==> config.mk <==
export PLATFORM = sky130hd
export DESIGN_NAME = icache_par_recover
export DESIGN_NICKNAME = d
export VERILOG_FILES = /design/src/rtl/icpr_pkg.sv /design/src/rtl/icpr_parity.sv /design/src/rtl/icpr_array.sv /design/src/rtl/icpr_ctrl.sv /design/src/rtl/icache_par_recover.sv
export SDC_FILE = /design/constraint.sdc
export NUM_CORES = 2
export LEC_CHECK = 0
export CORE_UTILIZATION = 45
export DETAILED_ROUTE_END_ITERATION = 12
export GPL_TIMING_DRIVEN = 1
export SLEW_MARGIN = 20
export SYNTH_ARGS = -nofsm -noshare
export SYNTH_HDL_FRONTEND = slang
export SYNTH_SLANG_ARGS = --single-unit
==> constraint.sdc <==
create_clock -name clk_i -period 15.1 [get_ports clk_i]
set_clock_uncertainty 0.1 [all_clocks]
set_input_delay 3.02 -clock clk_i [delete_from_list [all_inputs] [get_ports clk_i]]
set_output_delay 3.02 -clock clk_i [all_outputs]
set_load 0.05 [all_outputs]
==> src/rtl/icpr_pkg.sv <==
package icpr_pkg;
  typedef enum logic [1:0] {ST_IDLE, ST_LOOK, ST_REQ, ST_WAIT} icpr_state_e;
  typedef struct packed {
    logic tag;
    logic data;
  } icpr_err_t;
endpackage

==> src/rtl/icpr_parity.sv <==
module icpr_parity #(
  parameter int W = 40,
  parameter int G = 20,
  localparam int NG = W / G
) (
  input  logic [W-1:0]  data_i,
  output logic [NG-1:0] par_o
);
  for (genvar g = 0; g < NG; g++) begin : g_gran
    assign par_o[g] = ^data_i[g*G +: G];
  end
endmodule

==> src/rtl/icpr_array.sv <==
module icpr_array #(
  parameter int SETS   = 4,
  parameter int WAYS   = 2,
  parameter int TAG_W  = 31,
  parameter int LINE_W = 40,
  parameter int GRAN_W = 20,
  localparam int IDX_W = $clog2(SETS),
  localparam int WAY_W = $clog2(WAYS),
  localparam int NG    = LINE_W / GRAN_W
) (
  input  logic                              clk_i,
  input  logic                              rst_ni,
  input  logic [IDX_W-1:0]                  rd_set_i,
  output logic [WAYS-1:0]                   rd_valid_o,
  output logic [WAYS-1:0][TAG_W-1:0]        rd_tag_o,
  output logic [WAYS-1:0]                   rd_tpar_o,
  output logic [WAYS-1:0][LINE_W-1:0]       rd_data_o,
  output logic [WAYS-1:0][NG-1:0]           rd_dpar_o,
  output logic [WAY_W-1:0]                  rd_ptr_o,
  input  logic                              wr_en_i,
  input  logic [IDX_W-1:0]                  wr_set_i,
  input  logic [WAY_W-1:0]                  wr_way_i,
  input  logic [TAG_W-1:0]                  wr_tag_i,
  input  logic [LINE_W-1:0]                 wr_data_i,
  input  logic                              inv_en_i,
  input  logic [IDX_W-1:0]                  inv_set_i,
  input  logic                              inj_en_i,
  input  logic [IDX_W-1:0]                  inj_set_i,
  input  logic [WAY_W-1:0]                  inj_way_i,
  input  logic                              inj_tag_i,
  input  logic [LINE_W-1:0]                 inj_mask_i
);
  logic [SETS-1:0][WAYS-1:0]              all_valid;
  logic [SETS-1:0][WAYS-1:0][TAG_W-1:0]   all_tag;
  logic [SETS-1:0][WAYS-1:0]              all_tpar;
  logic [SETS-1:0][WAYS-1:0][LINE_W-1:0]  all_data;
  logic [SETS-1:0][WAYS-1:0][NG-1:0]      all_dpar;
  logic [SETS-1:0][WAY_W-1:0]             all_ptr;
  logic                                   wr_tpar;
  logic [NG-1:0]                          wr_dpar;

  icpr_parity #(.W(TAG_W),  .G(TAG_W))  u_wr_tpar (.data_i(wr_tag_i),  .par_o(wr_tpar));
  icpr_parity #(.W(LINE_W), .G(GRAN_W)) u_wr_dpar (.data_i(wr_data_i), .par_o(wr_dpar));

  for (genvar s = 0; s < SETS; s++) begin : g_set
    logic [WAY_W-1:0] ptr_q;
    logic             set_wr;
    assign set_wr = wr_en_i && (wr_set_i == IDX_W'(s));

    always_ff @(posedge clk_i or negedge rst_ni) begin
      if (!rst_ni)     ptr_q <= '0;
      else if (set_wr) ptr_q <= (ptr_q == WAY_W'(WAYS - 1)) ? '0 : ptr_q + WAY_W'(1);
    end
    assign all_ptr[s] = ptr_q;

    for (genvar w = 0; w < WAYS; w++) begin : g_way
      logic              valid_q;
      logic [TAG_W-1:0]  tag_q;
      logic              tpar_q;
      logic [LINE_W-1:0] data_q;
      logic [NG-1:0]     dpar_q;
      logic              hit_wr, hit_inj;

      assign hit_wr  = set_wr && (wr_way_i == WAY_W'(w));
      assign hit_inj = inj_en_i && (inj_set_i == IDX_W'(s)) && (inj_way_i == WAY_W'(w));

      always_ff @(posedge clk_i or negedge rst_ni) begin
        if (!rst_ni)                                   valid_q <= 1'b0;
        else if (hit_wr)                               valid_q <= 1'b1;
        else if (inv_en_i && inv_set_i == IDX_W'(s))   valid_q <= 1'b0;
      end

      // refill write wins over a same-cycle injection
      always_ff @(posedge clk_i) begin
        if (hit_wr) begin
          tag_q  <= wr_tag_i;
          tpar_q <= wr_tpar;
          data_q <= wr_data_i;
          dpar_q <= wr_dpar;
        end else if (hit_inj) begin
          if (inj_tag_i) tag_q  <= tag_q ^ inj_mask_i[TAG_W-1:0];
          else           data_q <= data_q ^ inj_mask_i;
        end
      end

      assign all_valid[s][w] = valid_q;
      assign all_tag[s][w]   = tag_q;
      assign all_tpar[s][w]  = tpar_q;
      assign all_data[s][w]  = data_q;
      assign all_dpar[s][w]  = dpar_q;
    end
  end

  assign rd_valid_o = all_valid[rd_set_i];
  assign rd_tag_o   = all_tag[rd_set_i];
  assign rd_tpar_o  = all_tpar[rd_set_i];
  assign rd_data_o  = all_data[rd_set_i];
  assign rd_dpar_o  = all_dpar[rd_set_i];
  assign rd_ptr_o   = all_ptr[rd_set_i];

  assert_set_cleared_R5: assert property (@(posedge clk_i) disable iff (!rst_ni)
    inv_en_i |=> (all_valid[$past(inv_set_i)] == '0));

  assert_fill_sets_valid_R8: assert property (@(posedge clk_i) disable iff (!rst_ni)
    wr_en_i |=> all_valid[$past(wr_set_i)][$past(wr_way_i)]);
endmodule

==> src/rtl/icpr_ctrl.sv <==
module icpr_ctrl import icpr_pkg::*; #(
  parameter int ADDR_W = 33,
  parameter int SETS   = 4,
  parameter int WAYS   = 2,
  parameter int LINE_W = 40,
  parameter int GRAN_W = 20,
  localparam int IDX_W = $clog2(SETS),
  localparam int WAY_W = $clog2(WAYS),
  localparam int TAG_W = ADDR_W - IDX_W,
  localparam int NG    = LINE_W / GRAN_W
) (
  input  logic                        clk_i,
  input  logic                        rst_ni,
  input  logic                        req_valid_i,
  input  logic [ADDR_W-1:0]           req_addr_i,
  output logic                        req_ready_o,
  output logic                        rsp_valid_o,
  output logic [LINE_W-1:0]           rsp_data_o,
  output logic                        fill_req_valid_o,
  output logic [ADDR_W-1:0]           fill_req_addr_o,
  input  logic                        fill_rsp_valid_i,
  input  logic [LINE_W-1:0]           fill_rsp_data_i,
  output logic                        err_valid_o,
  output logic [1:0]                  err_src_o,
  output logic [IDX_W-1:0]            rd_set_o,
  input  logic [WAYS-1:0]             rd_valid_i,
  input  logic [WAYS-1:0][TAG_W-1:0]  rd_tag_i,
  input  logic [WAYS-1:0]             rd_tpar_i,
  input  logic [WAYS-1:0][LINE_W-1:0] rd_data_i,
  input  logic [WAYS-1:0][NG-1:0]     rd_dpar_i,
  input  logic [WAY_W-1:0]            rd_ptr_i,
  output logic                        wr_en_o,
  output logic [IDX_W-1:0]            wr_set_o,
  output logic [WAY_W-1:0]            wr_way_o,
  output logic [TAG_W-1:0]            wr_tag_o,
  output logic [LINE_W-1:0]           wr_data_o,
  output logic                        inv_en_o,
  output logic [IDX_W-1:0]            inv_set_o
);
  icpr_state_e         state_q;
  logic [ADDR_W-1:0]   addr_q;
  logic [TAG_W-1:0]    cur_tag;
  logic [WAYS-1:0]     tcalc, tag_bad, match;
  logic [WAYS-1:0][NG-1:0] dcalc;
  logic [WAY_W-1:0]    hit_way, victim;
  logic                hit, data_bad, tag_err, any_err;
  logic                rsp_valid_q, fill_req_q, err_valid_q;
  logic [LINE_W-1:0]   rsp_data_q;
  icpr_err_t           err_src_q;

  assign rd_set_o = addr_q[IDX_W-1:0];
  assign cur_tag  = addr_q[ADDR_W-1:IDX_W];

  for (genvar w = 0; w < WAYS; w++) begin : g_chk
    icpr_parity #(.W(TAG_W),  .G(TAG_W))  u_tchk (.data_i(rd_tag_i[w]),  .par_o(tcalc[w]));
    icpr_parity #(.W(LINE_W), .G(GRAN_W)) u_dchk (.data_i(rd_data_i[w]), .par_o(dcalc[w]));
    assign tag_bad[w] = rd_valid_i[w] && (tcalc[w] != rd_tpar_i[w]);
    assign match[w]   = rd_valid_i[w] && (rd_tag_i[w] == cur_tag);
  end

  always_comb begin
    hit_way = '0;
    victim  = rd_ptr_i;
    for (int w = WAYS - 1; w >= 0; w--) begin
      if (match[w])       hit_way = WAY_W'(w);
      if (!rd_valid_i[w]) victim  = WAY_W'(w);
    end
  end

  assign hit      = |match;
  assign data_bad = hit && (dcalc[hit_way] != rd_dpar_i[hit_way]);
  assign tag_err  = |tag_bad;
  assign any_err  = tag_err || data_bad;

  always_ff @(posedge clk_i or negedge rst_ni) begin
    if (!rst_ni) begin
      state_q     <= ST_IDLE;
      addr_q      <= '0;
      rsp_valid_q <= 1'b0;
      rsp_data_q  <= '0;
      fill_req_q  <= 1'b0;
      err_valid_q <= 1'b0;
      err_src_q   <= '0;
    end else begin
      rsp_valid_q <= 1'b0;
      fill_req_q  <= 1'b0;
      err_valid_q <= 1'b0;
      unique case (state_q)
        ST_IDLE: if (req_valid_i) begin
          addr_q  <= req_addr_i;
          state_q <= ST_LOOK;
        end
        ST_LOOK: begin
          if (hit && !any_err) begin
            rsp_valid_q <= 1'b1;
            rsp_data_q  <= rd_data_i[hit_way];
            state_q     <= ST_IDLE;
          end else begin
            fill_req_q  <= 1'b1;
            err_valid_q <= any_err;
            err_src_q   <= '{tag: tag_err, data: data_bad};
            state_q     <= ST_REQ;
          end
        end
        ST_REQ: state_q <= ST_WAIT;
        ST_WAIT: if (fill_rsp_valid_i) begin
          rsp_valid_q <= 1'b1;
          rsp_data_q  <= fill_rsp_data_i;
          state_q     <= ST_IDLE;
        end
        default: state_q <= ST_IDLE;
      endcase
    end
  end

  assign req_ready_o      = (state_q == ST_IDLE);
  assign rsp_valid_o      = rsp_valid_q;
  assign rsp_data_o       = rsp_data_q;
  assign fill_req_valid_o = fill_req_q;
  assign fill_req_addr_o  = addr_q;
  assign err_valid_o      = err_valid_q;
  assign err_src_o        = err_src_q;

  assign inv_en_o  = (state_q == ST_LOOK) && any_err;
  assign inv_set_o = rd_set_o;
  assign wr_en_o   = (state_q == ST_WAIT) && fill_rsp_valid_i;
  assign wr_set_o  = rd_set_o;
  assign wr_way_o  = victim;
  assign wr_tag_o  = cur_tag;
  assign wr_data_o = fill_rsp_data_i;

  assert_fill_outstanding_R3: assert property (@(posedge clk_i) disable iff (!rst_ni)
    fill_rsp_valid_i |-> (state_q == ST_WAIT));

  assert_fill_pulse_R3: assert property (@(posedge clk_i) disable iff (!rst_ni)
    fill_req_valid_o |=> !fill_req_valid_o);

  assert_busy_until_rsp_R3: assert property (@(posedge clk_i) disable iff (!rst_ni)
    fill_req_valid_o |-> !req_ready_o);

  assert_err_with_fill_R6: assert property (@(posedge clk_i) disable iff (!rst_ni)
    err_valid_o |-> (fill_req_valid_o && err_src_o != 2'b00));

  assert_rsp_ready_R2: assert property (@(posedge clk_i) disable iff (!rst_ni)
    rsp_valid_o |-> (req_ready_o && !fill_req_valid_o));

  assert_no_rsp_after_fill_req_R3: assert property (@(posedge clk_i) disable iff (!rst_ni)
    fill_req_valid_o |=> !rsp_valid_o);
endmodule

==> src/rtl/icache_par_recover.sv <==
module icache_par_recover #(
  parameter int ADDR_W  = 33,
  parameter int INDEX_W = 2,
  parameter int WAYS    = 2,
  parameter int LINE_W  = 40,
  parameter int GRAN_W  = 20
) (
  input  logic                      clk_i,
  input  logic                      rst_ni,
  input  logic                      req_valid_i,
  input  logic [ADDR_W-1:0]         req_addr_i,
  output logic                      req_ready_o,
  output logic                      rsp_valid_o,
  output logic [LINE_W-1:0]         rsp_data_o,
  output logic                      fill_req_valid_o,
  output logic [ADDR_W-1:0]         fill_req_addr_o,
  input  logic                      fill_rsp_valid_i,
  input  logic [LINE_W-1:0]         fill_rsp_data_i,
  output logic                      err_valid_o,
  output logic [1:0]                err_src_o,
  input  logic                      inj_valid_i,
  input  logic [INDEX_W-1:0]        inj_set_i,
  input  logic [$clog2(WAYS)-1:0]   inj_way_i,
  input  logic                      inj_tag_i,
  input  logic [LINE_W-1:0]         inj_mask_i
);
  localparam int SETS  = 2 ** INDEX_W;
  localparam int WAY_W = $clog2(WAYS);
  localparam int TAG_W = ADDR_W - INDEX_W;
  localparam int NG    = LINE_W / GRAN_W;

  logic [INDEX_W-1:0]            rd_set, wr_set, inv_set;
  logic [WAYS-1:0]               rd_valid, rd_tpar;
  logic [WAYS-1:0][TAG_W-1:0]    rd_tag;
  logic [WAYS-1:0][LINE_W-1:0]   rd_data;
  logic [WAYS-1:0][NG-1:0]       rd_dpar;
  logic [WAY_W-1:0]              rd_ptr, wr_way;
  logic                          wr_en, inv_en;
  logic [TAG_W-1:0]              wr_tag;
  logic [LINE_W-1:0]             wr_data;

  icpr_ctrl #(
    .ADDR_W(ADDR_W), .SETS(SETS), .WAYS(WAYS), .LINE_W(LINE_W), .GRAN_W(GRAN_W)
  ) u_ctrl (
    .clk_i, .rst_ni, .req_valid_i, .req_addr_i, .req_ready_o,
    .rsp_valid_o, .rsp_data_o, .fill_req_valid_o, .fill_req_addr_o,
    .fill_rsp_valid_i, .fill_rsp_data_i, .err_valid_o, .err_src_o,
    .rd_set_o(rd_set), .rd_valid_i(rd_valid), .rd_tag_i(rd_tag), .rd_tpar_i(rd_tpar),
    .rd_data_i(rd_data), .rd_dpar_i(rd_dpar), .rd_ptr_i(rd_ptr),
    .wr_en_o(wr_en), .wr_set_o(wr_set), .wr_way_o(wr_way), .wr_tag_o(wr_tag),
    .wr_data_o(wr_data), .inv_en_o(inv_en), .inv_set_o(inv_set)
  );

  icpr_array #(
    .SETS(SETS), .WAYS(WAYS), .TAG_W(TAG_W), .LINE_W(LINE_W), .GRAN_W(GRAN_W)
  ) u_array (
    .clk_i, .rst_ni,
    .rd_set_i(rd_set), .rd_valid_o(rd_valid), .rd_tag_o(rd_tag), .rd_tpar_o(rd_tpar),
    .rd_data_o(rd_data), .rd_dpar_o(rd_dpar), .rd_ptr_o(rd_ptr),
    .wr_en_i(wr_en), .wr_set_i(wr_set), .wr_way_i(wr_way), .wr_tag_i(wr_tag),
    .wr_data_i(wr_data), .inv_en_i(inv_en), .inv_set_i(inv_set),
    .inj_en_i(inj_valid_i), .inj_set_i(inj_set_i), .inj_way_i(inj_way_i),
    .inj_tag_i(inj_tag_i), .inj_mask_i(inj_mask_i)
  );
endmodule

Yosys cells after proc, flatten, opt, wreduce, memory -nomap -nowiden
Cells that the tools add are included.
- register bits: 684
- latch bits: 0
- memory bits (writable): 0
- ROM bits: 0
- output and inout bits: 79
- logic and storage cells: 299
- memories: 0
- $add $sub $neg: 4
- multiply operators: 0
- div/mod/pow operators: 0
- order comparisons: 2
- equality and inequality tests: 25
- shift-type cells: 0
- muxes and demuxes: 100
- bitwise gates (word level): 19
- reductions and logical operators: 97
- operators with widths (kind ; count):
    $mux 40 ; 28
    $mux 31 ; 24
    $xor 40x40->40 ; 8
    $xor 31x31->31 ; 8
    $bmux 80 s2 ; 1
    $bmux 62 s2 ; 1
    $reduce_xor 20->1 ; 6
    $reduce_xor 31->1 ; 3
    $mux 80 ; 1
    $pmux 40 s2 ; 1
    $eq 31x31->1 ; 2
    $mux 62 ; 1
    $reduce_bool 2->1 ; 25
    $reduce_and 2->1 ; 19
    $logic_and 1x1->1 ; 36
    $mux 1 ; 27
    $mux 2 ; 9
    $ne 2x1->1 const B ; 9
    $eq 2x2->1 const B ; 6
    $bmux 2 s2 ; 2
    $bmux 4 s2 ; 1
    $pmux 2 s4 ; 1
    $eq 2x1->1 const B ; 3
    $logic_not 2->1 ; 3
    other kinds (14) ; 22

Longest topological paths before layout
- depth in word-level cells: 15
- depth in mapped cells: 17
- depth with buffers taken out: 10

By module
Synthesis repeated with hierarchy kept, for this count alone.
- cells, all modules: 2790
- area, all modules: 41696.2 µm²
- modules (own cells, without submodules) (module ; times used ; cells an instance ; area an instance (µm²) ; seq. area each (µm²)):
    icpr_array ; 1 ; 2131 ; 34051.4 ; 18077.3
    icpr_ctrl ; 1 ; 473 ; 5723.0 ; 2001.9
    icpr_parity (u_array.u_wr_dpar ...) ; 3 ; 36 ; 357.8 ; 0.0
    icpr_parity (u_array.u_wr_tpar ...) ; 3 ; 26 ; 282.8 ; 0.0

Worst setup path before layout
OpenSTA, ideal clock, no wires.
- path kind: input to register
- start: in inj_set_i[1]
- end: reg u_array.g_set[0].g_way[1].data_q[0], enable pin
- setup time: 493 ps
- data arrival time: 6390 ps
- path slack: 8117 ps
- cell stages on the path: 2
- cells stage by stage: or3b_2 -> o21ai_0
- word-level cells in the longest chain between the ends: 5
- ends and longest elaborated chain (what ; RTL line ; source):
    from (decl) ; icache_par_recover.sv:22 ; input logic [INDEX_W-1:0] inj_set_i,
    $logic_not 2->1 ; icpr_array.sv:65 ; assign hit_inj = inj_en_i && (inj_set_i == IDX_W'(s)) && (inj_way_i == WAY_W'(w));
    $logic_and 1x1->1 (2 in series) ; icpr_array.sv:65 ;
    $reduce_bool 2->1 (no source line) ; - ;
    $reduce_and 2->1 (no source line) ; - ;
    to (signal assigned) ; icpr_array.sv:78 ; data_q <= wr_data_i;
    to (signal assigned) ; icpr_array.sv:82 ; else data_q <= data_q ^ inj_mask_i;
    to (decl) ; icpr_array.sv:60 ; logic [LINE_W-1:0] data_q;
Every way passes these cells.
A chain may end at the register's enable or synchronous reset.

Worst setup path after layout
- start: reg u_ctrl.addr_q[0] (netlist: u_ctrl.fill_req_addr_o[0])
- end: reg u_ctrl.rsp_data_q[15] (netlist: u_ctrl.rsp_data_o[15])
- word-level cells in the longest chain between the ends: 15
- elaborated cells on any way between the ends: 43
- those cells by class: eq/ne: 6; mux: 20; reduce/logical: 17
- ends and longest elaborated chain (what ; RTL line ; source):
    from (decl) ; icpr_ctrl.sv:41 ; logic [ADDR_W-1:0] addr_q;
    from (signal assigned) ; icpr_ctrl.sv:90 ; addr_q <= req_addr_i;
    $bmux 62 s2 ; icpr_array.sv:95 ; assign rd_tag_o = all_tag[rd_set_i];
    $mux 62 (not written as such) ; icpr_array.sv:95 ;
    $eq 31x31->1 ; icpr_ctrl.sv:58 ; assign match[w] = rd_valid_i[w] && (rd_tag_i[w] == cur_tag);
    $logic_and 1x1->1 ; icpr_ctrl.sv:58 ;
    $mux 1 (2 in series) ; icpr_ctrl.sv:65 ; if (match[w]) hit_way = WAY_W'(w);
    $mux 2 (not written as such) (2 in series) ; icpr_ctrl.sv:71 ; assign data_bad = hit && (dcalc[hit_way] != rd_dpar_i[hit_way]);
    $ne 2x2->1 ; icpr_ctrl.sv:71 ;
    $logic_and 1x1->1 ; icpr_ctrl.sv:71 ;
    $logic_or 1x1->1 ; icpr_ctrl.sv:73 ; assign any_err = tag_err || data_bad;
    $logic_not 1->1 ; icpr_ctrl.sv:94 ; if (hit && !any_err) begin
    $logic_and 1x1->1 ; icpr_ctrl.sv:94 ;
    $ne 2x1->1 (no source line) ; - ;
    $reduce_and 3->1 (no source line) ; - ;
    to (signal assigned) ; icpr_ctrl.sv:96 ; rsp_data_q <= rd_data_i[hit_way];
    to (signal assigned) ; icpr_ctrl.sv:108 ; rsp_data_q <= fill_rsp_data_i;
    to (decl) ; icpr_ctrl.sv:48 ; logic [LINE_W-1:0] rsp_data_q;
Several ways; a longest one is shown, not always the timed one. The select of a mux whose other input is x is not followed.

==> impl_metrics.yaml <==
status:
  outcome: "completed"
sta:
  slew_violations: 0
  finalSetupTns_ps: 0
  fmax_ghz: 0.147
  slew_headroom_pct: 25.0
  finalSetupViolCount: 0
  finalCritPeriodShare_pct: 44.9
  period_needed_ps: 6780
  layout_setup_ws_ps: 8320
  hold_viol_final: 0
  rsz0062_at_grt: "no"
  tightest_slew_ps: 1120
floorplanning:
  die_width_um: 304
  initial_core_util_pct: 45.5
  core_sq_mm: 0.0901
  io_pins: 201
  fp.dieArea_sq_mm: 0.0924
  rows: 110
  die_h_um: 304
worst_setup_path:
  crit_top_cell: "buf_4"
  worst_setup_path_start_kind: "register"
  cp-end-kind: "register"
  r2r_cells: 14
  crit_chain: "buf_4 -> buf_12 -> buf_4 -> mux2i_1 -> o22ai_1 -> a2111oi_0 -> nor2_1 -> a211oi_1 -> nand4_1 -> nand2_2 -> buf_4 -> mux2i_1 -> a21oi_1 -> mux2_2"
  cp.required_ps: 15520
  cpPeakStageDelay_ps: 780
  cp.arrival_ps: 7200
  path_class: "reg -> reg"
  cp_slowest_cell: "dfrtp_4"
  critical_path.max_fanout: 102
pwr:
  fin_total_pwr_uw: 10400
  switching_share_pct: 42.1
  p_int_uw: 6030
  pwr-share-seq_pct: 28.9
  clkPwrFrac_pct: 19.5
  leakagePower_uw: 0.0150
  powerDensity_mw_per_mm2: 224
  ir_drop_mv: 0.310
  p_sw_uw: 4390
  p_comb_share_pct: 51.6
clock_network:
  clockBufferDepth: 3
  clkSinkCount: 684
  cts_buffers: 82
  cts_resized: 0
  htreeDepth: 3
  cts_hold_buf: 0
  cts_tree: "built"
  root_buffer: "clkbuf_16"
  clk_pin_slew_ps: 60
  post-cts-setup-buffers: 0
  clock_latency_ps: 640
routing:
  vias_per_cell: 5.71
  drtAntennaViolNets: 0
  drcViolationCount: 0
  drtPass1Iterations: 5
  routedWlPerCell_um: 25.2
  num_vias: 28200
  drt_iter0_drc: 2601
  totalWireLength_um: 124000
synthesis:
  yosys_warnings: 0
  synth_edf_count: 592
  ys_async_sr_fraction_pct: 13.5
  ys_types: 57
  avgSynthCellArea_sq_um: 11.2
  ys.flop_type: "edfxtp_1"
  netlist_instances: 3668
  syn_area_sq_mm: 0.0410
  synth.largest_area_cell: "edfxtp_1"
  synthTopCellsByArea: "edfxtp_1 43%, xnor2_1 15%, mux4_2 7.1%"
  ys_seq_area_share_pct: 49.0
  synth.top_cell.area_share_pct: 43.3
  yosys-top-cells-count: "714 x xnor2_1, 592 x edfxtp_1, 562 x o21ai_0"
  syn-num-nets: 3790
  ys_ff_latch: 684
  synth_most_common_cell: "xnor2_1"
global_route:
  grt_max_degree: 104
  grt_pass1_wl_um: 188000
  grt_pass1_vias: 28200
  antenna_found_initial: 1
  overflow: 0
  track_usage_pct: 27.0
finish:
  diodes: 0
  layout.core_utilization_pct: 51.7
  fin_area_sq_mm: 0.0466
  areaGrowthSynthToFinish_pct: 13.5
  drive_gt1_share_pct: 11.6
  finish.net_count: 3821
job:
  drv_cap: 0
placement:
  gp_congestion: 0.883
  placed_cell_area_sq_mm: 0.0439
  io_buffers: 200
  place_ws_ps: 8050
  dpl.hpwl_um: 78800
hold_path:
  min_path_type: "reg -> reg"
  min_path_cells: 1
[power by group through the flow]
| stage | combinational [uW] | clock [uW] | sequential (uW) |
|---|---|---|---|
| after detailed placement | 5370 | 0 | 3040 |
| final | 5370 | 2030 | 3010 |
| after global routing | 5670 | 2140 | 3050 |
| after CTS | 5390 | 2060 | 3010 |
| after global placement | 5330 | 0 | 3040 |
| after floorplan | 3420 | 0 | 3240 |
[sequential cells by signal (all words and copies together) (netlist names), 2 cells and up, named ones only]
name                         flops
u_array.g_set.g_way.tag_q      248
u_array.g_set.g_way.data_q     320
u_array.g_set.ptr_q              4
u_array.g_set.g_way.tpar_q       8
u_ctrl.fill_req_addr_o          33
u_ctrl.rsp_data_o               40
u_ctrl.err_src_o                 2
u_array.g_set.g_way.valid_q      8
u_array.g_set.g_way.dpar_q      16
[kinds of logic after synthesis]
kind of cell	Yosys count	share of synthesized area, %
buf+inv	351	3.81
mux	334	12.3
xor+xnor	881	19.0
flops	684	49.0
simple gates	705	6.78
compound gates	713	9.15
[per-stage QoR]
step                instances  hold slack, ps
global placement         4791             356
floorplan                3668             341
finish                   4942             376
detailed placement       4791             363
CTS                      4942             375
global route             4942             387
[final cells by class]
| type | instances | area (sq um) |
|---|---|---|
| Multi-Input combinational cell | 2633 | 19600 |
| Timing Repair Buffer | 279 | 2600 |
| Fill cell | 7853 | 43600 |
| Tap cell | 1176 | 1470 |
| Inverter | 19 | 81.3 |
| Sequential cell | 684 | 20100 |
| Clock buffer | 110 | 2310 |
| Clock inverter | 41 | 403 |
[worst max-delay path, delay by kind of cell, from the launching register on]
kind	cells	cell delay [ps]
mux	3	1380
simple gates	3	610
compound gates	4	930
buf+inv	4	2660
flops	1	780
[path summary, 6_finish.rpt]
kind,start,to,slack (ps)
min reg2reg,u_array.g_set[3].g_way[1].valid_q,u_array.g_set[3].g_way[1].valid_q,380
max reg2reg,u_ctrl.fill_req_addr_o[0],u_ctrl.rsp_data_o[15],8320
max,u_ctrl.fill_req_addr_o[0],u_ctrl.rsp_data_o[15],8320
min,u_array.g_set[3].g_way[1].valid_q,u_array.g_set[3].g_way[1].valid_q,380
max in group asynchronous,rst_ni,u_ctrl.fill_req_addr_o[1],11240
min in group asynchronous,rst_ni,u_ctrl.rsp_data_o[31],2280
[per-layer routing]
layer	vias to the layer above	routed length (um)	track usage, %
li1	12900	-	-
met1	14100	54400	37.5
met2	1020	58900	43.9
met3	204	7450	3.55
met4	2	3700	8.66
met5	-	9	0
[placed cells by master, fill, tap and decap left out, types with 4 or more instances in the layout]
cell	count
edfxtp_1	592
xnor3_1	6
o22ai_1	15
inv_1	12
mux2i_1	135
a21oi_1	87
nor2_1	89
mux4_2	129
bufinv_16	8
buf_4	78
xnor2_1	714
clkbuf_1	17
nor2_4	4
xor2_1	161
a211oi_1	4
o21ai_0	554
nor3_1	5
a21o_1	8
clkinv_1	20
clkbuf_8	7
nand3_1	12
clkdlybuf4s50_1	195
clkinv_2	11
mux2_2	70
nand2b_1	5
dfrtp_1	90
clkbuf_16	86
nand4_1	7
inv_4	4
nand2_1	559
o22ai_4	8
buf_2	4
o21ai_4	8
(Power assumes the default switching activity.)
